<file path="config.mk">
export PLATFORM = sky130hd
export DESIGN_NAME = mnw_packer
export DESIGN_NICKNAME = d
export VERILOG_FILES = /design/src/rtl/mnw_pkg.sv /design/src/rtl/mnw_slot_alloc.sv /design/src/rtl/mnw_writer_track.sv /design/src/rtl/mnw_word_store.sv /design/src/rtl/mnw_packer.sv
export SDC_FILE = /design/constraint.sdc
export NUM_CORES = 2
export LEC_CHECK = 0
export ABC_AREA = 1
export CAP_MARGIN = 10
export CORE_MARGIN = 1.5
export CORE_UTILIZATION = 57
export DETAILED_ROUTE_END_ITERATION = 6
export DONT_BUFFER_PORTS = 1
export MAX_ROUTING_LAYER = met4
export PLACE_DENSITY = 0.7
export SYNTH_ARGS = -nofsm -noshare
export SYNTH_HDL_FRONTEND = slang
export SYNTH_SLANG_ARGS = --single-unit
</file>
<file path="constraint.sdc">
create_clock -name clk -period 12.9 [get_ports clk]
set_input_delay 3.87 -clock clk [delete_from_list [all_inputs] [get_ports clk]]
set_output_delay 3.87 -clock clk [all_outputs]
set_load 0.03 [all_outputs]
</file>
<file path="src/rtl/mnw_pkg.sv">
package mnw_pkg;
    parameter int OP_W      = 8;
    parameter int REG_W     = 4;
    parameter int MAX_WORDS = 8;   // power of two
    parameter int ALU_SLOTS = 3;
    parameter int NSRC      = 2;

    localparam int SLOTS     = ALU_SLOTS + 1;
    localparam int NREGS     = 1 << REG_W;
    localparam int WORD_W    = $clog2(MAX_WORDS);
    localparam int PTR_W     = WORD_W + 1;
    localparam int SLOT_W    = $clog2(SLOTS);
    localparam int MAX_NODES = MAX_WORDS * SLOTS;
    localparam int ORD_W     = $clog2(MAX_NODES);
    localparam int POS_W     = WORD_W + SLOT_W;
    localparam int SRCV_W    = (POS_W > REG_W) ? POS_W : REG_W;

    typedef struct packed {
        logic              loc;
        logic [SRCV_W-1:0] val;
    } src_t;

    typedef struct packed {
        logic             vld;
        logic [OP_W-1:0]  op;
        logic             dst_en;
        logic [REG_W-1:0] dst;
        src_t [NSRC-1:0]  src;
    } slot_t;

    typedef slot_t [SLOTS-1:0] word_t;

    typedef struct packed {
        logic [WORD_W-1:0] word;
        logic [SLOT_W-1:0] slot;
    } pos_t;
endpackage

</file>
<file path="src/rtl/mnw_slot_alloc.sv">
// Slot allocator: picks the word and slot for the next node of a unit.
// The memory and ALU streams have separate fill points. A node is never
// placed below the word given on dep_word.
// Assumes the caller keeps a unit within MAX_WORDS words.
module mnw_slot_alloc
    import mnw_pkg::*;
(
    input  logic              clk,
    input  logic              rst_n,
    input  logic              clear,
    input  logic              place_en,
    input  logic              is_mem,
    input  logic [PTR_W-1:0]  dep_word,
    output logic [PTR_W-1:0]  place_word,
    output logic [SLOT_W-1:0] place_slot,
    output logic [PTR_W-1:0]  used_words
);
    logic [PTR_W-1:0]  mem_next;
    logic [PTR_W-1:0]  alu_word;
    logic [SLOT_W-1:0] alu_idx;
    logic [SLOT_W-1:0] alu_pick;
    logic [PTR_W-1:0]  word_after;

    // Placement: the later of the fill point and the dependency word.
    always_comb begin
        alu_pick = '0;
        if (is_mem) begin
            place_word = (dep_word > mem_next) ? dep_word : mem_next;
            place_slot = '0;
        end else begin
            if (dep_word > alu_word) begin
                place_word = dep_word;
                alu_pick   = '0;
            end else begin
                place_word = alu_word;
                alu_pick   = alu_idx;
            end
            place_slot = alu_pick + SLOT_W'(1);
        end
        word_after = place_word + PTR_W'(1);
    end

    // Fill points and used-word count advance on each placement.
    always_ff @(posedge clk) begin
        if (!rst_n || clear) begin
            mem_next   <= '0;
            alu_word   <= '0;
            alu_idx    <= '0;
            used_words <= '0;
        end else if (place_en) begin
            if (is_mem) begin
                mem_next <= word_after;
            end else if (alu_pick == SLOT_W'(ALU_SLOTS - 1)) begin
                alu_word <= word_after;
                alu_idx  <= '0;
            end else begin
                alu_word <= place_word;
                alu_idx  <= alu_pick + SLOT_W'(1);
            end
            if (word_after > used_words) used_words <= word_after;
        end
    end

    // a memory placement never lands below the previous memory word.
    p_mem_order_r2: assert property (@(posedge clk) disable iff (!rst_n)
        place_en && is_mem && !clear |=> (mem_next > $past(place_word)));
endmodule

</file>
<file path="src/rtl/mnw_writer_track.sv">
// Last-writer table: records, per register, the packed position of the
// newest write in the current unit. It flags the older write for removal
// when a later node writes the same register.
module mnw_writer_track
    import mnw_pkg::*;
(
    input  logic             clk,
    input  logic             rst_n,
    input  logic             clear,
    input  logic             wr_en,
    input  logic [REG_W-1:0] wr_reg,
    input  pos_t             wr_pos,
    output logic             kill_en,
    output pos_t             kill_pos
);
    logic [NREGS-1:0] tab_vld;
    pos_t             tab_pos [NREGS];

    // Older writer lookup for the incoming register.
    always_comb begin
        kill_en  = wr_en && tab_vld[wr_reg];
        kill_pos = tab_pos[wr_reg];
    end

    // Table update: the newest writer replaces any older one.
    always_ff @(posedge clk) begin
        if (!rst_n || clear) begin
            tab_vld <= '0;
            for (int r = 0; r < NREGS; r++) tab_pos[r] <= '0;
        end else if (wr_en) begin
            tab_vld[wr_reg] <= 1'b1;
            tab_pos[wr_reg] <= wr_pos;
        end
    end

    // the write being removed is never the one being placed.
    p_kill_older_r6: assert property (@(posedge clk) disable iff (!rst_n)
        kill_en |-> (kill_pos != wr_pos));
endmodule

</file>
<file path="src/rtl/mnw_word_store.sv">
// Word store: holds the multinodewords of one unit while it fills. It has
// one slot write port, one dst_en clear port and one combinational word
// read port. A clear empties every slot.
module mnw_word_store
    import mnw_pkg::*;
(
    input  logic              clk,
    input  logic              rst_n,
    input  logic              clear,
    input  logic              wr_en,
    input  pos_t              wr_pos,
    input  slot_t             wr_slot,
    input  logic              kill_en,
    input  pos_t              kill_pos,
    input  logic [WORD_W-1:0] rd_word,
    output word_t             rd_data
);
    word_t mem_q [MAX_WORDS];

    // Read port for the drain side.
    always_comb rd_data = mem_q[rd_word];

    // Slot writes and removal of overwritten register writes.
    always_ff @(posedge clk) begin
        if (!rst_n || clear) begin
            for (int w = 0; w < MAX_WORDS; w++) mem_q[w] <= '0;
        end else begin
            if (wr_en)   mem_q[wr_pos.word][wr_pos.slot] <= wr_slot;
            if (kill_en) mem_q[kill_pos.word][kill_pos.slot].dst_en <= 1'b0;
        end
    end

    // the allocator never hands out a slot that is already taken.
    p_slot_free_r2: assert property (@(posedge clk) disable iff (!rst_n)
        wr_en |-> !mem_q[wr_pos.word][wr_pos.slot].vld);
    // a removal targets a filled slot that still writes.
    p_kill_target_r6: assert property (@(posedge clk) disable iff (!rst_n)
        kill_en |-> (mem_q[kill_pos.word][kill_pos.slot].vld &&
                     mem_q[kill_pos.word][kill_pos.slot].dst_en));
endmodule

</file>
<file path="src/rtl/mnw_packer.sv">
// Multinodeword packer top. It fills one atomic unit into the word store,
// rewriting local references and removing overwritten writes, then drains
// the unit's words on a valid/ready stream. Input is blocked during drain.
// Assumes units fit in MAX_WORDS words and mode_bb changes only between units.
module mnw_packer
    import mnw_pkg::*;
(
    input  logic                  clk,
    input  logic                  rst_n,
    input  logic                  mode_bb,
    input  logic                  in_valid,
    output logic                  in_ready,
    input  logic                  in_is_mem,
    input  logic [OP_W-1:0]       in_op,
    input  logic                  in_dst_en,
    input  logic [REG_W-1:0]      in_dst,
    input  logic                  in_srca_loc,
    input  logic [SRCV_W-1:0]     in_srca_val,
    input  logic                  in_srcb_loc,
    input  logic [SRCV_W-1:0]     in_srcb_val,
    input  logic                  in_instr_end,
    input  logic                  in_block_end,
    output logic                  out_valid,
    input  logic                  out_ready,
    output logic [$bits(word_t)-1:0] out_word,
    output logic                  out_last
);
    typedef enum logic { ST_FILL, ST_DRAIN } state_e;

    state_e            state;
    logic              accept, unit_end, clear;
    logic [ORD_W-1:0]  ord_q;
    pos_t              ord_pos [MAX_NODES];
    logic [NSRC-1:0]   src_loc;
    logic [SRCV_W-1:0] src_val [NSRC];
    src_t [NSRC-1:0]   src_out;
    logic [PTR_W-1:0]  dep_word;
    logic [PTR_W-1:0]  place_word, used_words;
    logic [SLOT_W-1:0] place_slot;
    pos_t              place_pos;
    slot_t             new_slot;
    logic              kill_en;
    pos_t              kill_pos;
    logic [PTR_W-1:0]  rd_idx;
    word_t             rd_data;

    // Handshake and unit-close decision.
    always_comb begin
        in_ready  = (state == ST_FILL);
        out_valid = (state == ST_DRAIN);
        accept    = in_valid && in_ready;
        unit_end  = mode_bb ? in_block_end : (in_instr_end || in_block_end);
        out_last  = out_valid && ((rd_idx + PTR_W'(1)) == used_words);
        clear     = out_valid && out_ready && out_last;
    end

    // Gather both source operands into arrays.
    always_comb begin
        src_loc    = {in_srcb_loc, in_srca_loc};
        src_val[0] = in_srca_val;
        src_val[1] = in_srcb_val;
    end

    // Per-source rewrite and dependency word.
    for (genvar i = 0; i < NSRC; i++) begin : g_src
        pos_t ref_pos;
        always_comb begin
            ref_pos        = ord_pos[src_val[i][ORD_W-1:0]];
            src_out[i].loc = src_loc[i];
            src_out[i].val = src_loc[i] ? SRCV_W'(ref_pos) : src_val[i];
        end
    end

    // Latest word among the locally referenced producers.
    always_comb begin
        dep_word = '0;
        for (int i = 0; i < NSRC; i++) begin
            if (src_loc[i] &&
                PTR_W'(ord_pos[src_val[i][ORD_W-1:0]].word) > dep_word)
                dep_word = PTR_W'(ord_pos[src_val[i][ORD_W-1:0]].word);
        end
    end

    mnw_slot_alloc u_alloc (
        .clk        (clk),
        .rst_n      (rst_n),
        .clear      (clear),
        .place_en   (accept),
        .is_mem     (in_is_mem),
        .dep_word   (dep_word),
        .place_word (place_word),
        .place_slot (place_slot),
        .used_words (used_words)
    );

    // Slot image of the incoming node.
    always_comb begin
        place_pos.word  = place_word[WORD_W-1:0];
        place_pos.slot  = place_slot;
        new_slot.vld    = 1'b1;
        new_slot.op     = in_op;
        new_slot.dst_en = in_dst_en;
        new_slot.dst    = in_dst;
        new_slot.src    = src_out;
    end

    mnw_writer_track u_track (
        .clk      (clk),
        .rst_n    (rst_n),
        .clear    (clear),
        .wr_en    (accept && in_dst_en),
        .wr_reg   (in_dst),
        .wr_pos   (place_pos),
        .kill_en  (kill_en),
        .kill_pos (kill_pos)
    );

    mnw_word_store u_store (
        .clk      (clk),
        .rst_n    (rst_n),
        .clear    (clear),
        .wr_en    (accept),
        .wr_pos   (place_pos),
        .wr_slot  (new_slot),
        .kill_en  (kill_en),
        .kill_pos (kill_pos),
        .rd_word  (rd_idx[WORD_W-1:0]),
        .rd_data  (rd_data)
    );

    always_comb out_word = rd_data;

    // Ordinal-to-position table for local reference rewriting.
    always_ff @(posedge clk) begin
        if (!rst_n || clear) begin
            ord_q <= '0;
            for (int n = 0; n < MAX_NODES; n++) ord_pos[n] <= '0;
        end else if (accept) begin
            ord_pos[ord_q] <= place_pos;
            ord_q          <= ord_q + ORD_W'(1);
        end
    end

    // Fill/drain sequencing and drain index.
    always_ff @(posedge clk) begin
        if (!rst_n) begin
            state  <= ST_FILL;
            rd_idx <= '0;
        end else if (state == ST_FILL) begin
            if (accept && unit_end) state <= ST_DRAIN;
        end else if (out_ready) begin
            if (out_last) begin
                state  <= ST_FILL;
                rd_idx <= '0;
            end else begin
                rd_idx <= rd_idx + PTR_W'(1);
            end
        end
    end

    // reset leaves the block empty and accepting.
    p_reset_idle_r1: assert property (@(posedge clk)
        !rst_n |=> (!out_valid && in_ready));
    // no input is taken while words are pending.
    p_stall_r9: assert property (@(posedge clk) disable iff (!rst_n)
        out_valid |-> !in_ready);
    // a refused word stays put.
    p_hold_r9: assert property (@(posedge clk) disable iff (!rst_n)
        out_valid && !out_ready |=> out_valid && $stable(out_word) && $stable(out_last));
    // a non-final word is followed by another word.
    p_more_r10: assert property (@(posedge clk) disable iff (!rst_n)
        out_valid && out_ready && !out_last |=> out_valid);
    // the final word returns the block to filling.
    p_done_r10: assert property (@(posedge clk) disable iff (!rst_n)
        out_valid && out_ready && out_last |=> !out_valid && in_ready);
    // placement never goes below a referenced producer, and fits.
    p_dep_fit_r8: assert property (@(posedge clk) disable iff (!rst_n)
        accept |-> (place_word >= dep_word) && (place_word < PTR_W'(MAX_WORDS)));
endmodule

</file>
==> impl_results.md <==
- Global placer's final weighted congestion: 0.948
- Mapped Area: 51100 um^2
- Drt initial violations: 4886
- NumNets Final: 5177
- Post-placement cell area: 51600 um^2
- Total via count after detailed routing: 39000
- Final Power: 8.64 mW
- Most common cell on crit path: sky130_fd_sc_hd__nand2_1
- Fraction of layout instances using a drive strength above 1: 5.90%
- Layer carrying the most global-route usage: met2
- Endpoints failing hold: 0
- Via count of the first global-routing pass: 35700
- Highest Clock Rate: 96.1 MHz
- Footprint of the flip-flops and latches: 32400 um^2
- Number of port buffers: 0
- Row count: 109
- Crit path kind: in -> reg
- Final number of max-transition violations: 0
- Final routed DRC violation total: 8
- Global route overflow: 0
- TNS Setup: 0 ns
- Wire per inst: 22.9 um
- Final setup viols: 0
- Tcrit/Tclk final: 80.6%
- Sequential area share after synthesis: 63.4%
- Count of cells resized by post-cts repair: 0
- Worst Setup Start Kind: primary input
- Worst ir drop on vdd: 0.000186 V
- Nets in the synthesized netlist: 5409
- CP peak stage delay: 1.09 ns
- Signal arrival time at the worst endpoint: 10.71 ns
- Inst Count DP: 6174
- Power Dens Cells: 157 nW/um^2
- Die area: 91500 um^2
- Register bit count reported by yosys: 1115
- Core utilization of the finished layout: 62.2%
- Via-to-Cell Ratio: 6.12
- Post-synthesis cell type with the largest combined area: sky130_fd_sc_hd__edfxtp_1
- Reg-to-reg startpoint: ord_pos[24][3]
- Met2 usage: 50.6%
- Clock buffers created by TritonCTS: 113
- Buffer type at the clock tree root: sky130_fd_sc_hd__clkbuf_16
- Count of filler cells inserted in the layout: 7234
- Number of max-capacitance violations reported: 0
- Wire length reported by the detailed router: 146 mm
- Initial Utilization: 57.7%
- FF-to-FF setup slack: 6.12 ns
- Worst reg2reg path depth: 27
- PnR worst setup slack: 2.50 ns
- Area share of the leading cell type in the synthesized netlist: 59.2%
- Cell types occupying the most area after synthesis: sky130_fd_sc_hd__edfxtp_1 59%, sky130_fd_sc_hd__nor2_1 13%, sky130_fd_sc_hd__o21ai_0 4.7%, sky130_fd_sc_hd__nand2_1 4.4%, sky130_fd_sc_hd__dfxtp_1 4.2%
- Post-place setup slack: 1.99 ns
- First drt pass iteration count: 7
- Run status: complete, but fails checks
- Prevailing post-synth register cell: sky130_fd_sc_hd__edfxtp_1
- # hold bufs at CTS: 0
- Terminating pin of the worst hold path: u_track.tab_vld[2]
- Clock-pin slew reported for the worst setup and hold paths after clock tree synthesis: 0.06 ns
- Reg2Reg Capture Point: u_store.mem_q[4][89]
- GRT Overall Usage: 32.5%
- DPL Wire Length: 84.7 mm
- Standard cell core area: 88600 um^2
- Startpoint of the most critical hold path: u_track.tab_vld[2]
- Antenna violations before repair: 0
- Leading cell types by count after synthesis: 1788 x sky130_fd_sc_hd__nor2_1, 1008 x sky130_fd_sc_hd__edfxtp_1, 597 x sky130_fd_sc_hd__nand2_1
- Worst Tran Pin Value: 1.29 ns
- Hold Path Class: reg -> reg
- Worst slew margin relative to its limit: 14.1%
- Met1 track demand over resource in global routing: 43.8%
- Type of element capturing the critical path: flop
- Slowest CP cell: sky130_fd_sc_hd__nand2_1
- Wire length of the first global-routing pass: 218 mm
- Horizontal die dimension: 302 um
- Total number of H-tree levels: 3
- CTS Buffer Depth: 3
- Chip height: 302 um
- EDFF count, synth: 1008
- Number of stages on the worst hold path: 2
- Number of setup buffers added after CTS: 0
- Required time of the worst setup path: 13.21 ns
- Average instance area after synthesis: 9.54 um^2
- Pin count of the biggest net entering global routing: 201
- Source-to-sink clock delay at the later pin of the worst-skew pair: 0.71 ns
- Diode count: 0
- Combined area of the multi-input logic cells: 16400 um^2
- ANT nets after route: 0
- Async SR Flop Fraction: 0%
- Post-route worst hold slack: 0.447 ns
- Post-layout instance area: 55100 um^2
- Gate Count Post-Synth: 5357
- Yosys warning count: 0
- Critical Path Fanout Max: 83
- Number of different library cells in the post-synthesis netlist: 46
- Unrepaired setup endpoints after global routing: no
- Top-Level Pins: 140
- TritonCTS clock tree: yes
- Area growth from synthesis to final layout: 7.82%
- Met3 layer usage reported by global route: 4.36%
- Violated checks: DRC
- CTS sink cnt: 1115
- Worst Skew: 0.0318 ns
- Post-route minimum period: 10.40 ns
- Number of non-filler instances in the completed layout: 6382
- Most repeated cell in the gate-level netlist after synthesis: sky130_fd_sc_hd__nor2_1
- Leakage component of the power: 20.9 nW
[flip-flops by register name, summed over array words and instances, names as in the netlist, named ones only]
signal and flops:
u_alloc.alu_idx 2, out_valid 1, rd_idx 4, ord_q 5, u_track.tab_vld 16, ord_pos 160, u_store.mem_q 832, u_alloc.alu_word 4
u_alloc.mem_next 4, u_track.tab_pos 80, u_alloc.used_words 4
[worst max-delay path by stage]
stage | start | endpoint | slack (ns) | cells past startpoint
floorplan | in_srca_val[0] | u_alloc.used_words[2] | 4.16 | 43
detailed placement | in_srca_val[0] | u_store.mem_q[4][88] | 1.99 | 29
finish | in_srca_val[0] | u_store.mem_q[4][89] | 2.50 | 29
CTS | in_srca_val[0] | u_store.mem_q[4][78] | 2.70 | 29
global route | in_srca_val[0] | u_store.mem_q[4][35] | 1.92 | 34
global placement | in_srca_val[0] | u_store.mem_q[4][102] | 2.04 | 29
[placed cells by master, fill, tap and decap left out, types with 17 or more instances in the layout]
| cell type | instances |
|---|---|
| sky130_fd_sc_hd__inv_1 | 155 |
| sky130_fd_sc_hd__nand2_1 | 596 |
| sky130_fd_sc_hd__clkbuf_1 | 36 |
| sky130_fd_sc_hd__buf_4 | 76 |
| sky130_fd_sc_hd__clkbuf_16 | 116 |
| sky130_fd_sc_hd__nand3_1 | 204 |
| sky130_fd_sc_hd__dfxtp_1 | 105 |
| sky130_fd_sc_hd__nor2_1 | 1787 |
| sky130_fd_sc_hd__o22ai_1 | 104 |
| sky130_fd_sc_hd__a21oi_1 | 123 |
| sky130_fd_sc_hd__ha_1 | 19 |
| sky130_fd_sc_hd__edfxtp_1 | 1008 |
| sky130_fd_sc_hd__clkinv_1 | 32 |
| sky130_fd_sc_hd__a31oi_1 | 105 |
| sky130_fd_sc_hd__nand4_1 | 32 |
| sky130_fd_sc_hd__o21ai_0 | 482 |
| sky130_fd_sc_hd__a22oi_1 | 42 |
| sky130_fd_sc_hd__nand3_2 | 17 |
[per-layer routing]
metal / share of wire, % / up-vias
li1: - / 17800
met1: 39 / 18800
met2: 47 / 2099
met3: 9.4 / 302
met4: 4.0 / 0
met5: 0 / -
[logic make-up after synthesis]
| logic type | Yosys count | synth area share (%) |
|---|---|---|
| simple gates | 2691 | 21.1 |
| flops | 1115 | 63.4 |
| compound gates | 922 | 10.2 |
| buf+inv | 602 | 4.76 |
| fa+ha+maj | 19 | 0.465 |
| xor+xnor | 8 | 0.137 |
[worst max-delay path, delay by kind of cell]
kind	cells	cell delay (ns)
fa+ha+maj	2	0.45
simple gates	19	4.67
compound gates	4	0.42
buf+inv	4	1.24
[cell type report]
| cell class | count | area share (%) |
|---|---|---|
| flip-flops and latches | 1115 | 58.8 |
| multi-input cells | 3640 | 29.7 |
| clock buffers | 157 | 5.64 |
| well taps | 1165 | 2.64 |
| inverters | 176 | 1.24 |
| repair buffers | 79 | 1.16 |
| clock inverters | 50 | 0.763 |
[power breakdown]
part	internal [mW]	switching (mW)	total (mW)
Sequential	4.18	0.0805	4.26
Combinational	0.248	0.979	1.23
Clock	1.77	1.38	3.15
Total	6.20	2.44	8.64
No activity file was read; power rests on OpenSTA's default activity.
